<file path="src/rtl/asr_pkg.sv">
package asr_pkg;

    localparam int unsigned WORD_W   = 24;
    localparam int unsigned NARROW_W = 16;
    localparam int unsigned PAD_W    = WORD_W - NARROW_W;

    typedef enum logic [1:0] {
        FMT_RJ16 = 2'd0,
        FMT_RJ24 = 2'd1,
        FMT_LJ24 = 2'd2,
        FMT_I2S  = 2'd3
    } fmt_e;

endpackage

</file>
<file path="src/rtl/asr_sync.sv">
module asr_sync #(
    parameter int unsigned WIDTH  = 3,
    parameter int unsigned STAGES = 2
) (
    input  logic             clk_i,
    input  logic             rst_ni,
    input  logic [WIDTH-1:0] d_i,
    output logic [WIDTH-1:0] q_o
);

    logic [WIDTH-1:0] stg_q [STAGES];

    for (genvar s = 0; s < STAGES; s++) begin : g_stage
        if (s == 0) begin : g_first
            always_ff @(posedge clk_i or negedge rst_ni) begin
                if (!rst_ni) stg_q[s] <= '0;
                else         stg_q[s] <= d_i;
            end
        end else begin : g_next
            always_ff @(posedge clk_i or negedge rst_ni) begin
                if (!rst_ni) stg_q[s] <= '0;
                else         stg_q[s] <= stg_q[s-1];
            end
        end
    end

    assign q_o = stg_q[STAGES-1];

endmodule

</file>
<file path="src/rtl/asr_bitstrobe.sv">
module asr_bitstrobe (
    input  logic clk_i,
    input  logic rst_ni,
    input  logic sclk_i,
    input  logic frm_i,
    input  logic dat_i,
    output logic stb_o,
    output logic frm_o,
    output logic dat_o
);

    typedef struct packed {
        logic sclk;
        logic stb;
        logic frm;
        logic dat;
    } bs_t;

    bs_t s_d, s_q;

    always_comb begin
        s_d      = s_q;
        s_d.sclk = sclk_i;
        s_d.stb  = sclk_i & ~s_q.sclk;
        if (sclk_i & ~s_q.sclk) begin
            s_d.frm = frm_i;
            s_d.dat = dat_i;
        end
    end

    always_ff @(posedge clk_i or negedge rst_ni) begin
        if (!rst_ni) s_q <= '0;
        else         s_q <= s_d;
    end

    assign stb_o = s_q.stb;
    assign frm_o = s_q.frm;
    assign dat_o = s_q.dat;

    // one strobe per rising bit-clock edge, never two in a row
    a_r6_strobe_single: assert property (@(posedge clk_i) disable iff (!rst_ni)
        stb_o |=> !stb_o);

    // the strobe follows a low-to-high change of the synchronized bit clock
    a_r6_strobe_on_rise: assert property (@(posedge clk_i) disable iff (!rst_ni)
        $rose(stb_o) |-> $past(sclk_i));

endmodule

</file>
<file path="src/rtl/asr_framer.sv">
module asr_framer
    import asr_pkg::*;
#(
    parameter int unsigned CNT_W = 8
) (
    input  logic              clk_i,
    input  logic              rst_ni,
    input  logic [1:0]        fmt_i,
    input  logic              bit_stb_i,
    input  logic              frm_i,
    input  logic              dat_i,
    output logic [WORD_W-1:0] left_o,
    output logic [WORD_W-1:0] right_o,
    output logic              valid_o,
    output logic              err_o
);

    localparam logic [CNT_W-1:0] CNT_MAX     = '1;
    localparam logic [CNT_W-1:0] LEN_NARROW  = CNT_W'(NARROW_W);
    localparam logic [CNT_W-1:0] LEN_WIDE    = CNT_W'(WORD_W);
    localparam logic [CNT_W-1:0] IDX_LJ_LAST = CNT_W'(WORD_W - 1);
    localparam logic [CNT_W-1:0] IDX_I2S_END = CNT_W'(WORD_W);

    typedef struct packed {
        logic              seen;
        logic              prev_frm;
        logic              synced;
        logic [CNT_W-1:0]  cnt;
        logic [WORD_W-1:0] sr;
        logic [WORD_W-1:0] lhold;
        logic              lok;
        logic [WORD_W-1:0] lout;
        logic [WORD_W-1:0] rout;
        logic              valid;
        logic              err;
    } fr_t;

    fr_t s_d, s_q;

    fmt_e              fmt;
    logic              bnd;
    logic [CNT_W-1:0]  idx;
    logic [CNT_W-1:0]  len;
    logic [WORD_W-1:0] sr_n;
    logic [WORD_W-1:0] word;
    logic              hit;
    logic              chan_frm;
    logic              short_half;
    logic              is_left;

    always_comb begin
        fmt        = fmt_e'(fmt_i);
        bnd        = s_q.seen && (frm_i != s_q.prev_frm);
        idx        = bnd ? '0 : s_q.cnt;
        len        = s_q.cnt;
        sr_n       = {s_q.sr[WORD_W-2:0], dat_i};
        word       = '0;
        hit        = 1'b0;
        chan_frm   = frm_i;
        short_half = 1'b0;

        // pick the latch point and word layout of the selected framing
        unique case (fmt)
            FMT_RJ16: begin
                short_half = len < LEN_NARROW;
                hit        = bnd && !short_half;
                chan_frm   = s_q.prev_frm;
                word       = {s_q.sr[NARROW_W-1:0], {PAD_W{1'b0}}};
            end
            FMT_RJ24: begin
                short_half = len < LEN_WIDE;
                hit        = bnd && !short_half;
                chan_frm   = s_q.prev_frm;
                word       = s_q.sr;
            end
            FMT_LJ24: begin
                short_half = len < LEN_WIDE;
                hit        = !bnd && (idx == IDX_LJ_LAST);
                chan_frm   = frm_i;
                word       = sr_n;
            end
            FMT_I2S: begin
                short_half = (len < LEN_WIDE) && (len != LEN_NARROW);
                if (bnd) begin
                    chan_frm = s_q.prev_frm;
                    if (len == LEN_NARROW) begin
                        hit  = 1'b1;
                        word = {s_q.sr[NARROW_W-2:0], dat_i, {PAD_W{1'b0}}};
                    end else if (len == LEN_WIDE) begin
                        hit  = 1'b1;
                        word = sr_n;
                    end
                end else if (idx == IDX_I2S_END) begin
                    hit      = 1'b1;
                    chan_frm = frm_i;
                    word     = sr_n;
                end
            end
            default: ;
        endcase

        is_left = (fmt == FMT_I2S) ? !chan_frm : chan_frm;

        s_d       = s_q;
        s_d.valid = 1'b0;
        s_d.err   = 1'b0;

        if (bit_stb_i) begin
            s_d.seen     = 1'b1;
            s_d.prev_frm = frm_i;
            s_d.sr       = sr_n;
            if (bnd) begin
                s_d.cnt    = CNT_W'(1);
                s_d.synced = 1'b1;
            end else if (s_q.cnt != CNT_MAX) begin
                s_d.cnt = s_q.cnt + CNT_W'(1);
            end

            if (s_q.synced) begin
                if (bnd && short_half) begin
                    s_d.err = 1'b1;
                    s_d.lok = 1'b0;
                end
                if (hit) begin
                    if (is_left) begin
                        s_d.lhold = word;
                        s_d.lok   = 1'b1;
                    end else if (s_q.lok) begin
                        s_d.lout  = s_q.lhold;
                        s_d.rout  = word;
                        s_d.valid = 1'b1;
                        s_d.lok   = 1'b0;
                    end
                end
            end
        end
    end

    always_ff @(posedge clk_i or negedge rst_ni) begin
        if (!rst_ni) s_q <= '0;
        else         s_q <= s_d;
    end

    assign left_o  = s_q.lout;
    assign right_o = s_q.rout;
    assign valid_o = s_q.valid;
    assign err_o   = s_q.err;

    // the pair strobe lasts one cycle
    a_r7_valid_single: assert property (@(posedge clk_i) disable iff (!rst_ni)
        valid_o |=> !valid_o);

    // a strobe is always caused by a received bit
    a_r7_valid_after_bit: assert property (@(posedge clk_i) disable iff (!rst_ni)
        valid_o |-> $past(bit_stb_i));

    // the words hold their value between strobes
    a_r7_words_hold: assert property (@(posedge clk_i) disable iff (!rst_ni)
        !valid_o |-> ($stable(left_o) && $stable(right_o)));

    // a framing error never coincides with a delivered pair
    a_r8_err_no_valid: assert property (@(posedge clk_i) disable iff (!rst_ni)
        !(err_o && valid_o));

    // errors are only reported once a received bit has ended a half-frame
    a_r8_err_after_bit: assert property (@(posedge clk_i) disable iff (!rst_ni)
        err_o |-> $past(bit_stb_i));

endmodule

</file>
<file path="src/rtl/audio_serial_rx.sv">
module audio_serial_rx
    import asr_pkg::*;
#(
    parameter int unsigned SYNC_STAGES = 2,
    parameter int unsigned CNT_W       = 8
) (
    input  logic              clk_i,
    input  logic              rst_ni,
    input  logic [1:0]        fmt_i,
    input  logic              bit_clk_i,
    input  logic              frame_clk_i,
    input  logic              ser_data_i,
    output logic [WORD_W-1:0] left_o,
    output logic [WORD_W-1:0] right_o,
    output logic              valid_o,
    output logic              frame_err_o
);

    localparam int unsigned LINES = 3;

    logic [LINES-1:0] lines_sync;
    logic             bit_stb;
    logic             bit_frm;
    logic             bit_dat;

    asr_sync #(
        .WIDTH  (LINES),
        .STAGES (SYNC_STAGES)
    ) i_sync (
        .clk_i  (clk_i),
        .rst_ni (rst_ni),
        .d_i    ({bit_clk_i, frame_clk_i, ser_data_i}),
        .q_o    (lines_sync)
    );

    asr_bitstrobe i_bitstrobe (
        .clk_i  (clk_i),
        .rst_ni (rst_ni),
        .sclk_i (lines_sync[2]),
        .frm_i  (lines_sync[1]),
        .dat_i  (lines_sync[0]),
        .stb_o  (bit_stb),
        .frm_o  (bit_frm),
        .dat_o  (bit_dat)
    );

    asr_framer #(
        .CNT_W (CNT_W)
    ) i_framer (
        .clk_i     (clk_i),
        .rst_ni    (rst_ni),
        .fmt_i     (fmt_i),
        .bit_stb_i (bit_stb),
        .frm_i     (bit_frm),
        .dat_i     (bit_dat),
        .left_o    (left_o),
        .right_o   (right_o),
        .valid_o   (valid_o),
        .err_o     (frame_err_o)
    );

endmodule

</file>
<file path="config.mk">
export PLATFORM = sky130hd
export DESIGN_NAME = audio_serial_rx
export DESIGN_NICKNAME = d
export VERILOG_FILES = /design/src/rtl/asr_pkg.sv /design/src/rtl/asr_sync.sv /design/src/rtl/asr_bitstrobe.sv /design/src/rtl/asr_framer.sv /design/src/rtl/audio_serial_rx.sv
export SDC_FILE = /design/constraint.sdc
export NUM_CORES = 1
export LEC_CHECK = 0
export ABC_AREA = 0
export BUFFER_PORTS_ARGS = -buffer_cell sky130_fd_sc_hd__buf_2
export CORE_ASPECT_RATIO = 0.9
export CORE_MARGIN = 2
export CORE_UTILIZATION = 40
export DETAILED_ROUTE_END_ITERATION = 7
export PLACE_DENSITY_LB_ADDON = 0.1
export SLEW_MARGIN = 5
export SYNTH_ARGS = -nofsm -noshare
export SYNTH_HDL_FRONTEND = slang
export SYNTH_SLANG_ARGS = --single-unit
export TNS_END_PERCENT = 100
</file>
<file path="constraint.sdc">
create_clock -name clk_i -period 5.5 [get_ports clk_i]
set_input_delay 1.1 -clock clk_i [delete_from_list [all_inputs] [get_ports clk_i]]
set_output_delay 1.1 -clock clk_i [all_outputs]
set_load 0.02 [all_outputs]
</file>
==> parameters.txt, run 1 <==
Parameter                              Value

Clocking
  Number of buffers inserted by hold repair at cts    0
  Post-CTS sizing    0
  CTS tree    built
  Clock insertion delay at the later pin of the skew report    approximately 0.42 ns
  H-tree depth reported by CTS    4
  Clock slew seen by the registers of the worst setup and hold paths    around 0.050 ns
  Root Buffer Master    clkbuf_16
  Sinks on the clock net    120
  Count of buffers added by post-CTS timing repair for setup    0
  Largest buffer count on any clock path    2
  CTS buffer count    17

Floorplanning
  Die ar.    approximately 16,000 um^2
  Placeable core area    about 15,000 um^2
  Number of top-level pins    between 50 and 60
  Height of the chip    around 120 um
  Die X-Extent    134.2 um
  Effective utilization at floorplan    0.4118
  Number of placement rows    between 40 and 50

Synthesis
  Number of nets produced by synthesis    530
  Adder-cell share of the synthesized area    0.01230
  Fraction of the mapped netlist area in simple logic gates    0.06172
  Number of warning messages in the yosys log    0
  Multiplexer area fraction after synthesis    0.1927
  Post-synthesis instance area    between 6000 and 7000 um^2
  Largest family of logic cells by synthesized area    multiplexers
  Number of flip-flops and latches in the synthesized netlist    120
  Post-synthesis average cell area    11.80 um^2
  Dominant register cell in the synthesized netlist    dfrtp_1
  Seq/Total Area, Yosys    0.4921
  Share of the synthesized netlist area taken by xor and xnor gates    0.01005
  Share of async-settable or async-resettable flops after synthesis    1.000
  Count of unique library cells instantiated by Yosys    50
  Synthesized instance count    slightly above 500
  Complex-gate fraction of the synthesized area    0.1302
  Number of synthesized flops with an enable pin    0

Power
  Leakage component of the power    around 3.2 nW
  Total power divided by cell area    between 400 and 500 nW/um^2
  Worst vdd rail ir drop    around 0.25 mV

Layout
  Storage element area    3003 um^2
  Fraction of final layout cells sized beyond drive strength 1    0.3854
  Util after Layout    0.4553
  Layout area overhead    10.56%
  Nets@finish    519
  Diodes inserted    0
  Filler instances    between 1,000 and 1,500
  Area of the multi-input gates    2484 um^2

Worst setup path
  Critical path peak fanout    49
  Sequence of cells on the critical path    buf_2 > inv_1 > ha_1 > mux2_2 > a21oi_1 > nand2_1 > nor2_8 > mux2_2
  Required time reported for the critical path endpoint    roughly 5.8 ns
  Critical path capture point type    register
  Minimum setup slack among reg-to-reg paths    between 1.5 and 2 ns
  CP Depth    8
  Startpoint type of the worst setup path    primary input
  Largest stage delay on the critical path    0.88 ns
  Cell with the largest stage delay on the worst path    ha_1
  Total buffers and inverters traversed by the critical path    2
  Cell repeated most along the worst path    mux2_2
  Worst path arrival time    roughly 4.2 ns
  Critical path's top delay family    simple AND/OR/NAND/NOR gates
  Critical path class    primary input to register
  Reg2reg path depth    6

Timing
  Setup-violating endpoint count in the final report    0
  Final setup slack of the worst path    approximately 1.6 ns
  Final worst hold slack    roughly 0.35 ns
  Shortest clock period the worst path allows after layout    a little under 4 ns
  Pins over their slew limit    0
  Final critical-path share of the clock period    0.7158
  Worst clock skew on the final layout    0.007150 ns
  Rel. slew slack    0.2706
  Setup repair after global routing missed its margin    false
  Count of final hold-check violations    0
  Achievable Freq    ~0.25 GHz
  Summed negative setup slack over all endpoints    0 ns
  Tightest Pin Transition    ~1.1 ns

Global route
  Pin count of the biggest net entering global routing    56
  Wire length of the first global-routing pass    approximately 21 mm
  Initial antenna violation count    0
  Global router's overall resource usage    0.1710
  Number of global-route vias before repair    3,872
  Remaining Overflow, GRT    0

Placed design
  Post-detailed-placement half-perimeter wirelength    around 8 mm
  Pre-CTS setup slack    1.125 ns
  Routability cong.    between 0.7 and 0.8
  Buffers added on ports    between 50 and 60

Detailed routing
  Wirelength per Cell    roughly 18 um
  Vias/cell    approximately 5.5
  DRC violation count after routing    0
  Number of nets with antenna violations after detailed routing    0
  First-pass detailed-route iteration total    4
  Via count    approximately 4,000
  Detailed Route WL    around 13 mm
  Number of DRC violations after detailed-routing iteration 0    around 260

Worst hold path
  Cell count of the worst hold path    0
  Min-delay worst type    register to register

Run
  Number of max-cap violations    0

Outcome
  Run status    finished clean
==> power breakdown <==
part / internal [W] / total, W / switching, W / leakage, nW
Combinational: 0.000298 / 0.000635 / 0.000337 / 1.26
Clock: 0.000807 / 0.00121 / 0.000401 / 0.313
Sequential: 0.00108 / 0.00129 / 0.000214 / 1.60
==> layout make-up <==
cell class                      instances  share of cell area
Clock buffer                           22             0.07177
Inverter                                9            0.005007
Clock inverter                         10             0.02467
Sequential cell                       120              0.4451
Tap cell                              198             0.03672
Multi-Input combinational cell        296              0.3681
Timing Repair Buffer                   62             0.04859
==> sequential cells by signal, indices dropped and copies added (netlist names), 3 cells and up <==
| name | cells |
|---|---|
| i_sync.q_o | 3 |
| i_framer.right_o | 24 |
| i_framer.left_o | 24 |
| i_sync.stg_q | 3 |
| i_framer.s_q | 52 |
| i_framer.len | 8 |
==> kinds of logic after synthesis <==
kind of cell | count (synthesis)
fa+ha+maj | 6
flops | 120
simple gates | 72
buf+inv | 101
mux | 102
xor+xnor | 7
compound gates | 109
==> worst register-to-register path, delay by kind of cell, from the launching register on <==
family | cells | cell delay, ns
muxes | 1 | 0.44
and+or+nand+nor | 5 | 2.67
DFF | 1 | 0.42
==> final timing paths <==
kind | startpoint | end
setup / recovery | fmt_i[0] | i_framer.right_o[4]
hold / removal | i_sync.stg_q[5] | i_sync.q_o[2]
setup reg to reg | i_framer.len[1] | i_framer.right_o[4]
hold reg to reg | i_sync.stg_q[5] | i_sync.q_o[2]
max in group asynchronous | rst_ni | i_framer.s_q[73]
min in group asynchronous | rst_ni | i_framer.len[7]
==> per-stage QoR <==
stage                     cells  instance area (um^2)  power (W)
after detailed placement    685                  6096   0.001941
after global placement      685                  6096   0.001925
after CTS                   717                  6746   0.003163
final                       717                  6746   0.003136
after global routing        717                  6746   0.003310
after floorplan             517                  6102   0.001805
==> Yosys cell counts, drive strengths merged, types with 2 or more instances <==
library cell,instances,area (um^2)
a22oi,8,60.06
o2bb2ai,8,70.07
or3,5,41.29
nor3,4,20.02
dfrtp,120,3003
and2,2,12.52
or2,2,12.51
nand2b,5,31.28
nor4,2,12.51
xnor2,6,52.55
inv,9,33.78
mux2,100,1156
clkbuf,29,108.9
nor2,28,128.9
a221oi,13,113.9
mux2i,2,20.02
o32ai,13,113.9
ha,6,75.07
o31ai,6,45.04
nand2,16,60.06
o211ai,4,30.03
o221ai,12,105.1
buf,63,473.0
o21ai,2,10.01
a221o,4,40.04
nor2b,2,12.51
a21oi,35,175.2
==> per-layer routing <==
metal | track usage | vias to the layer above | share of wire
met2 | 0.2471 | 104 | 0.44
li1 | - | 1826 | -
met4 | 0.06316 | 0 | 0.015
met3 | 0.05347 | 20 | 0.060
met1 | 0.2408 | 1959 | 0.49
met5 | 0 | - | 0
==> layout by cell type (no fill, tap or decap), types with 2 or more instances in the layout <==
| cell type | synthesis | layout |
|---|---|---|
| a21oi_1 | 35 | 35 |
| a221o_1 | 4 | 4 |
| a221oi_1 | 13 | 13 |
| a22oi_1 | 8 | 8 |
| buf_2 | 2 | 55 |
| buf_4 | 51 | 7 |
| bufinv_16 | 0 | 4 |
| clkbuf_16 | 0 | 17 |
| clkbuf_8 | 0 | 4 |
| clkinv_4 | 0 | 3 |
| clkinvlp_4 | 0 | 2 |
| dfrtp_1 | 120 | 120 |
| ha_1 | 6 | 6 |
| inv_1 | 8 | 8 |
| mux2_2 | 91 | 91 |
| mux2_4 | 8 | 8 |
| mux2i_1 | 2 | 2 |
| nand2_1 | 16 | 16 |
| nand2b_1 | 5 | 5 |
| nor2_1 | 26 | 26 |
| nor2b_1 | 2 | 2 |
| nor3_1 | 4 | 4 |
| nor4_1 | 2 | 2 |
| o211ai_1 | 4 | 4 |
| o21ai_0 | 2 | 2 |
| o221ai_1 | 12 | 12 |
| o2bb2ai_1 | 8 | 8 |
| o31ai_1 | 6 | 6 |
| o32ai_1 | 13 | 13 |
| or2_2 | 2 | 2 |
| or3_1 | 3 | 3 |
| or3_4 | 2 | 2 |
| xnor2_1 | 6 | 6 |
(Power assumes the default switching activity.)
==> inputs of run 2 (changes only) <==
==> constraint.sdc (replaced) <==
create_clock -name clk_i -period 3.67 [get_ports clk_i]
set_input_delay 0.734 -clock clk_i [delete_from_list [all_inputs] [get_ports clk_i]]
set_output_delay 0.734 -clock clk_i [all_outputs]
set_load 0.02 [all_outputs]
==> parameters.txt, run 2 (synthesis gave the netlist of run 1 again) <==
Parameter                              Value

Outcome
  Run status    finished clean

Power
  Worst vdd rail ir drop    between 0.3 and 0.4 mV
  Portion of total power attributed to the clock network    0.373
  Net switching component of the power    approximately 0.0014 W
  Leakage component of the power    roughly 3.2 nW
  Internal cell power    0.003232 W
  Logic gate share of total power    0.207
  Total power divided by cell area    680.3 nW/um^2
  Sequential share of power    0.420
  Switching fraction of total power    0.3010

Clocking
  Post-CTS sizing    0
  Number of buffers inserted by hold repair at cts    0
  H-tree depth reported by CTS    4
  Root Buffer Master    clkbuf_16
  Clock insertion delay at the later pin of the skew report    ~0.42 ns
  Largest buffer count on any clock path    2
  Count of buffers added by post-CTS timing repair for setup    0
  CTS tree    built
  CTS buffer count    17
  Clock slew seen by the registers of the worst setup and hold paths    around 0.050 ns
  Sinks on the clock net    120

Placed design
  Placed standard-cell area    between 6000 and 7000 um^2
  Routability cong.    a little over 0.8
  Post-detailed-placement half-perimeter wirelength    ~8.4 mm
  Buffers added on ports    56

Layout
  Max FFs per register    52
  Fraction of final layout cells sized beyond drive strength 1    0.3874
  Filler instances    about 1,400
  Largest register by flop count    i_framer.s_q
  Final non-filler cell area    around 6800 um^2
  Most used cells in the layout excluding fill and tap cells    dfrtp_1 (120), mux2_2 (91), buf_2 (55)
  Layout area overhead    11.38%
  Diodes inserted    0
  Most common cell after layout, fill and taps aside    dfrtp_1
  Nets@finish    526

Global route
  Number of global-route vias before repair    a little under 4,000
  Initial antenna violation count    0
  Global router's overall resource usage    0.1732
  Pin count of the biggest net entering global routing    60
  Remaining Overflow, GRT    0
  Wire length of the first global-routing pass    roughly 22 mm

Worst setup path
  Critical path class    register to register
  Critical path capture point type    register
  Reg-to-Reg End    i_framer.s_q[68]
  Startpoint type of the worst setup path    register
  Sequence of cells on the critical path    or3_4 > or4_1 > buf_4 > nand2_1 > a21oi_1 > o32ai_1 > mux2_2
  Total buffers and inverters traversed by the critical path    1
  Cell with the largest stage delay on the worst path    o32ai_1
  Required time reported for the critical path endpoint    between 4 and 5 ns
  Minimum setup slack among reg-to-reg paths    0.64 ns
  Critical path peak fanout    17
  RR Startpoint    i_framer.len[1]
  Reg2reg path depth    7
  Critical path's top delay family    simple AND/OR/NAND/NOR gates
  Worst path arrival time    around 3.4 ns
  Largest stage delay on the critical path    between 0.5 and 0.6 ns

Timing
  Achievable Freq    ~0.33 GHz
  Setup-violating endpoint count in the final report    0
  Summed negative setup slack over all endpoints    0 ns
  Tightest Pin Transition    about 1.1 ns
  Worst clock skew on the final layout    around 0.012 ns
  Shortest clock period the worst path allows after layout    3.033 ns
  Setup repair after global routing missed its margin    false
  Rel. slew slack    0.2640
  Count of final hold-check violations    0
  Pins over their slew limit    0
  Final critical-path share of the clock period    0.8263
  Final worst hold slack    0.3514 ns

Worst hold path
  Hold path start    i_sync.stg_q[4]
  Cell count of the worst hold path    0
  Min-delay worst type    register to register
  Worst hold endpoint    i_sync.q_o[1]

Detailed routing
  DRC violation count after routing    0
  Detailed Route WL    12.88 mm
  Number of nets with antenna violations after detailed routing    0
  Via count    between 3,000 and 4,000
  Number of DRC violations after detailed-routing iteration 0    around 240
  Wirelength per Cell    ~18 um
  First-pass detailed-route iteration total    4
  Vias/cell    ~5.4

Floorplanning
  Effective utilization at floorplan    0.4118
  Number of placement rows    42
  Placeable core area    14,820 um^2
  Die ar.    approximately 16,000 um^2
  Number of top-level pins    57
  Die X-Extent    ~130 um
  Height of the chip    121.2 um

Run
  Number of max-cap violations    0
run 2: power by group through the flow:
stage               sequential, W  clock (W)  combinational, W
global route              0.00200    0.00183           0.00106
finish                    0.00194    0.00172          0.000958
detailed placement        0.00196          0          0.000968
floorplan                 0.00176          0          0.000945
global placement          0.00195          0          0.000948
CTS                       0.00194    0.00176          0.000969
run 2: worst max-delay path by stage:
stage / end / cells past startpoint / slack, ns / start
2_1_floorplan: i_framer.right_o[14] / 10 / 0.86 / fmt_i[0]
3_3_place_gp: i_framer.s_q[68] / 7 / 0.67 / i_framer.len[1]
3_5_place_dp: i_framer.left_o[8] / 11 / 0.65 / fmt_i[0]
4_1_cts: i_framer.s_q[68] / 7 / 0.65 / i_framer.len[1]
5_1_grt: i_framer.s_q[61] / 7 / 0.46 / i_framer.len[1]
6_report: i_framer.s_q[68] / 7 / 0.64 / i_framer.len[1]
run 2: cell type report:
class | count | area [um^2] | area share
sequential | 120 | 3003 | 0.4418
multi-input combinational | 296 | 2484 | 0.3654
clock buffer | 22 | 464.2 | 0.06830
timing repair buffer | 69 | 417.9 | 0.06149
tap | 198 | 247.7 | 0.03645
clock inverter | 8 | 146.4 | 0.02154
inverter | 9 | 33.78 | 0.004971
run 2: layer usage:
layer	GRT usage	routed length (um)
met4	0.04342	136
met3	0.05347	539
met5	0	0
met1	0.2548	6493
met2	0.2478	5711
run 2: per-stage QoR:
stage | std cells | utilization | total power [W] | worst slack (ns)
2_1_floorplan | 517 | - | 0.002706 | 0.8564
3_3_place_gp | 692 | 0.4174 | 0.002902 | 0.6723
3_5_place_dp | 692 | 0.4174 | 0.002926 | 0.6471
4_1_cts | 722 | 0.4586 | 0.004672 | 0.6473
5_1_grt | 722 | 0.4586 | 0.004891 | 0.4565
6_report | 722 | 0.4586 | 0.004624 | 0.6374
==> inputs of run 3 (changes only) <==
==> constraint.sdc (replaced) <==
create_clock -name clk_i -period 2.94 [get_ports clk_i]
set_input_delay 0.588 -clock clk_i [delete_from_list [all_inputs] [get_ports clk_i]]
set_output_delay 0.588 -clock clk_i [all_outputs]
set_load 0.02 [all_outputs]
==> parameters.txt, run 3 (synthesis gave the netlist of run 1 again) <==
Parameter                              Value

Timing
  Setup repair after global routing missed its margin    false
  Final critical-path share of the clock period    0.9522
  Achievable Freq    approximately 0.36 GHz
  Setup-violating endpoint count in the final report    0
  Rel. slew slack    0.5434
  Final worst hold slack    between 0.2 and 0.25 ns
  Tightest Pin Transition    a little under 0.7 ns
  Summed negative setup slack over all endpoints    0 ns
  Worst clock skew on the final layout    just over 0.01 ns
  Shortest clock period the worst path allows after layout    roughly 2.8 ns
  Pins over their slew limit    0
  Count of final hold-check violations    0

Clocking
  Post-CTS sizing    0
  CTS tree    built
  Number of buffers inserted by hold repair at cts    0
  Clock insertion delay at the later pin of the skew report    about 0.42 ns
  Sinks on the clock net    120
  CTS buffer count    17
  Largest buffer count on any clock path    2
  Clock slew seen by the registers of the worst setup and hold paths    roughly 0.050 ns
  H-tree depth reported by CTS    4
  Root Buffer Master    clkbuf_16
  Count of buffers added by post-CTS timing repair for setup    0

Layout
  Most used cells in the layout excluding fill and tap cells    dfrtp_1 (120), mux2_2 (91), buf_2 (55)
  Diodes inserted    0
  Nets@finish    536
  Most common cell after layout, fill and taps aside    dfrtp_1
  Fraction of final layout cells sized beyond drive strength 1    0.4049
  Layout area overhead    13.02%
  Max FFs per register    52
  Largest register by flop count    i_framer.s_q

Run
  Number of max-cap violations    0

Detailed routing
  Via count    ~4,000
  Wirelength per Cell    18.42 um
  Number of nets with antenna violations after detailed routing    0
  Detailed Route WL    roughly 14 mm
  First-pass detailed-route iteration total    4
  Number of DRC violations after detailed-routing iteration 0    234
  Vias/cell    ~5.4
  DRC violation count after routing    0

Global route
  GRT met2 Usage    0.2612
  Global router's overall resource usage    0.1778
  Met1 usage    0.2482
  Busiest layer in global routing    met2
  Number of global-route vias before repair    4,006
  Initial antenna violation count    0
  M3 GR Usage    0.04177
  Remaining Overflow, GRT    0
  Pin count of the biggest net entering global routing    51
  Wire length of the first global-routing pass    around 22 mm

Worst setup path
  Startpoint type of the worst setup path    register
  Required time reported for the critical path endpoint    ~3.2 ns
  Critical path capture point type    register
  RR Startpoint    i_framer.len[1]
  Critical path peak fanout    25
  Reg2reg path depth    7
  Reg-to-Reg End    i_framer.right_o[4]
  Critical path class    register to register
  Minimum setup slack among reg-to-reg paths    0.14 ns
  Worst path arrival time    3.10 ns

Outcome
  Run status    finished clean

Floorplanning
  Die X-Extent    134.2 um
  Height of the chip    ~120 um
  Number of top-level pins    57
  Placeable core area    14,820 um^2
  Effective utilization at floorplan    0.4118
  Number of placement rows    42
  Die ar.    16,260 um^2

Power
  Total power divided by cell area    ~840 nW/um^2
  Worst vdd rail ir drop    ~0.45 mV
  Leakage component of the power    between 3 and 4 nW

Placed design
  Routability cong.    roughly 0.8
  Buffers added on ports    56
  Post-detailed-placement half-perimeter wirelength    roughly 8.7 mm

Worst hold path
  Min-delay worst type    primary input to async pin
==> run 3: power by group <==
group | leakage (nW) | switching (W) | internal, W | total, W
registers | 1.60 | 0.000414 | 0.00202 | 0.00243
clock network | 0.298 | 0.000727 | 0.00139 | 0.00212
logic | 1.37 | 0.000646 | 0.000606 | 0.00125
==> run 3: layout make-up <==
cell class	instances	area, um^2
clock buffers	24	481.7
clock inverters	8	118.9
fillers	1419	7923
inverters	9	33.78
multi-input cells	296	2506
flip-flops and latches	120	3003
well taps	198	247.7
repair buffers	79	505.5
==> run 3: per-layer routing <==
metal  part of all wire  wire length, um
met3              0.053              719
met5                  0                0
met2               0.46             6160
met4              0.016              223
met1               0.47             6419
==> run 3: metrics by stage <==
step	std cells	power, W	worst slack, ns	area (um^2)	utilization
detailed placement	702	0.003699	0.07855	6274	0.4233
global route	734	0.006108	0.02836	6897	0.4654
global placement	702	0.003657	0.1421	6274	0.4233
floorplan	517	0.003377	0.1617	6102	-
finish	734	0.005806	0.1404	6897	0.4654
CTS	734	0.005855	0.06745	6874	0.4639
==> run 3: worst max-delay path by stage <==
| stage | start | endpoint | slack, ns | cells past startpoint |
|---|---|---|---|---|
| floorplan | i_framer.len[1] | i_framer.right_o[14] | 0.16 | 9 |
| global placement | i_framer.len[1] | i_framer.s_q[60] | 0.14 | 9 |
| detailed placement | i_framer.len[1] | i_framer.s_q[60] | 0.08 | 9 |
| CTS | i_framer.len[1] | i_framer.s_q[60] | 0.07 | 9 |
| global route | i_framer.len[1] | i_framer.s_q[69] | 0.03 | 8 |
| finish | i_framer.len[1] | i_framer.right_o[4] | 0.14 | 7 |
==> run 3: worst max-delay path: stages, from the launching register on <==
cell and delay [ns]:
dfrtp_1 0.42, or3_4 0.44, or4_1 0.50, nor4b_1 0.16
or3_4 0.39, nor2_8 0.19, buf_12 0.21, mux2_2 0.35
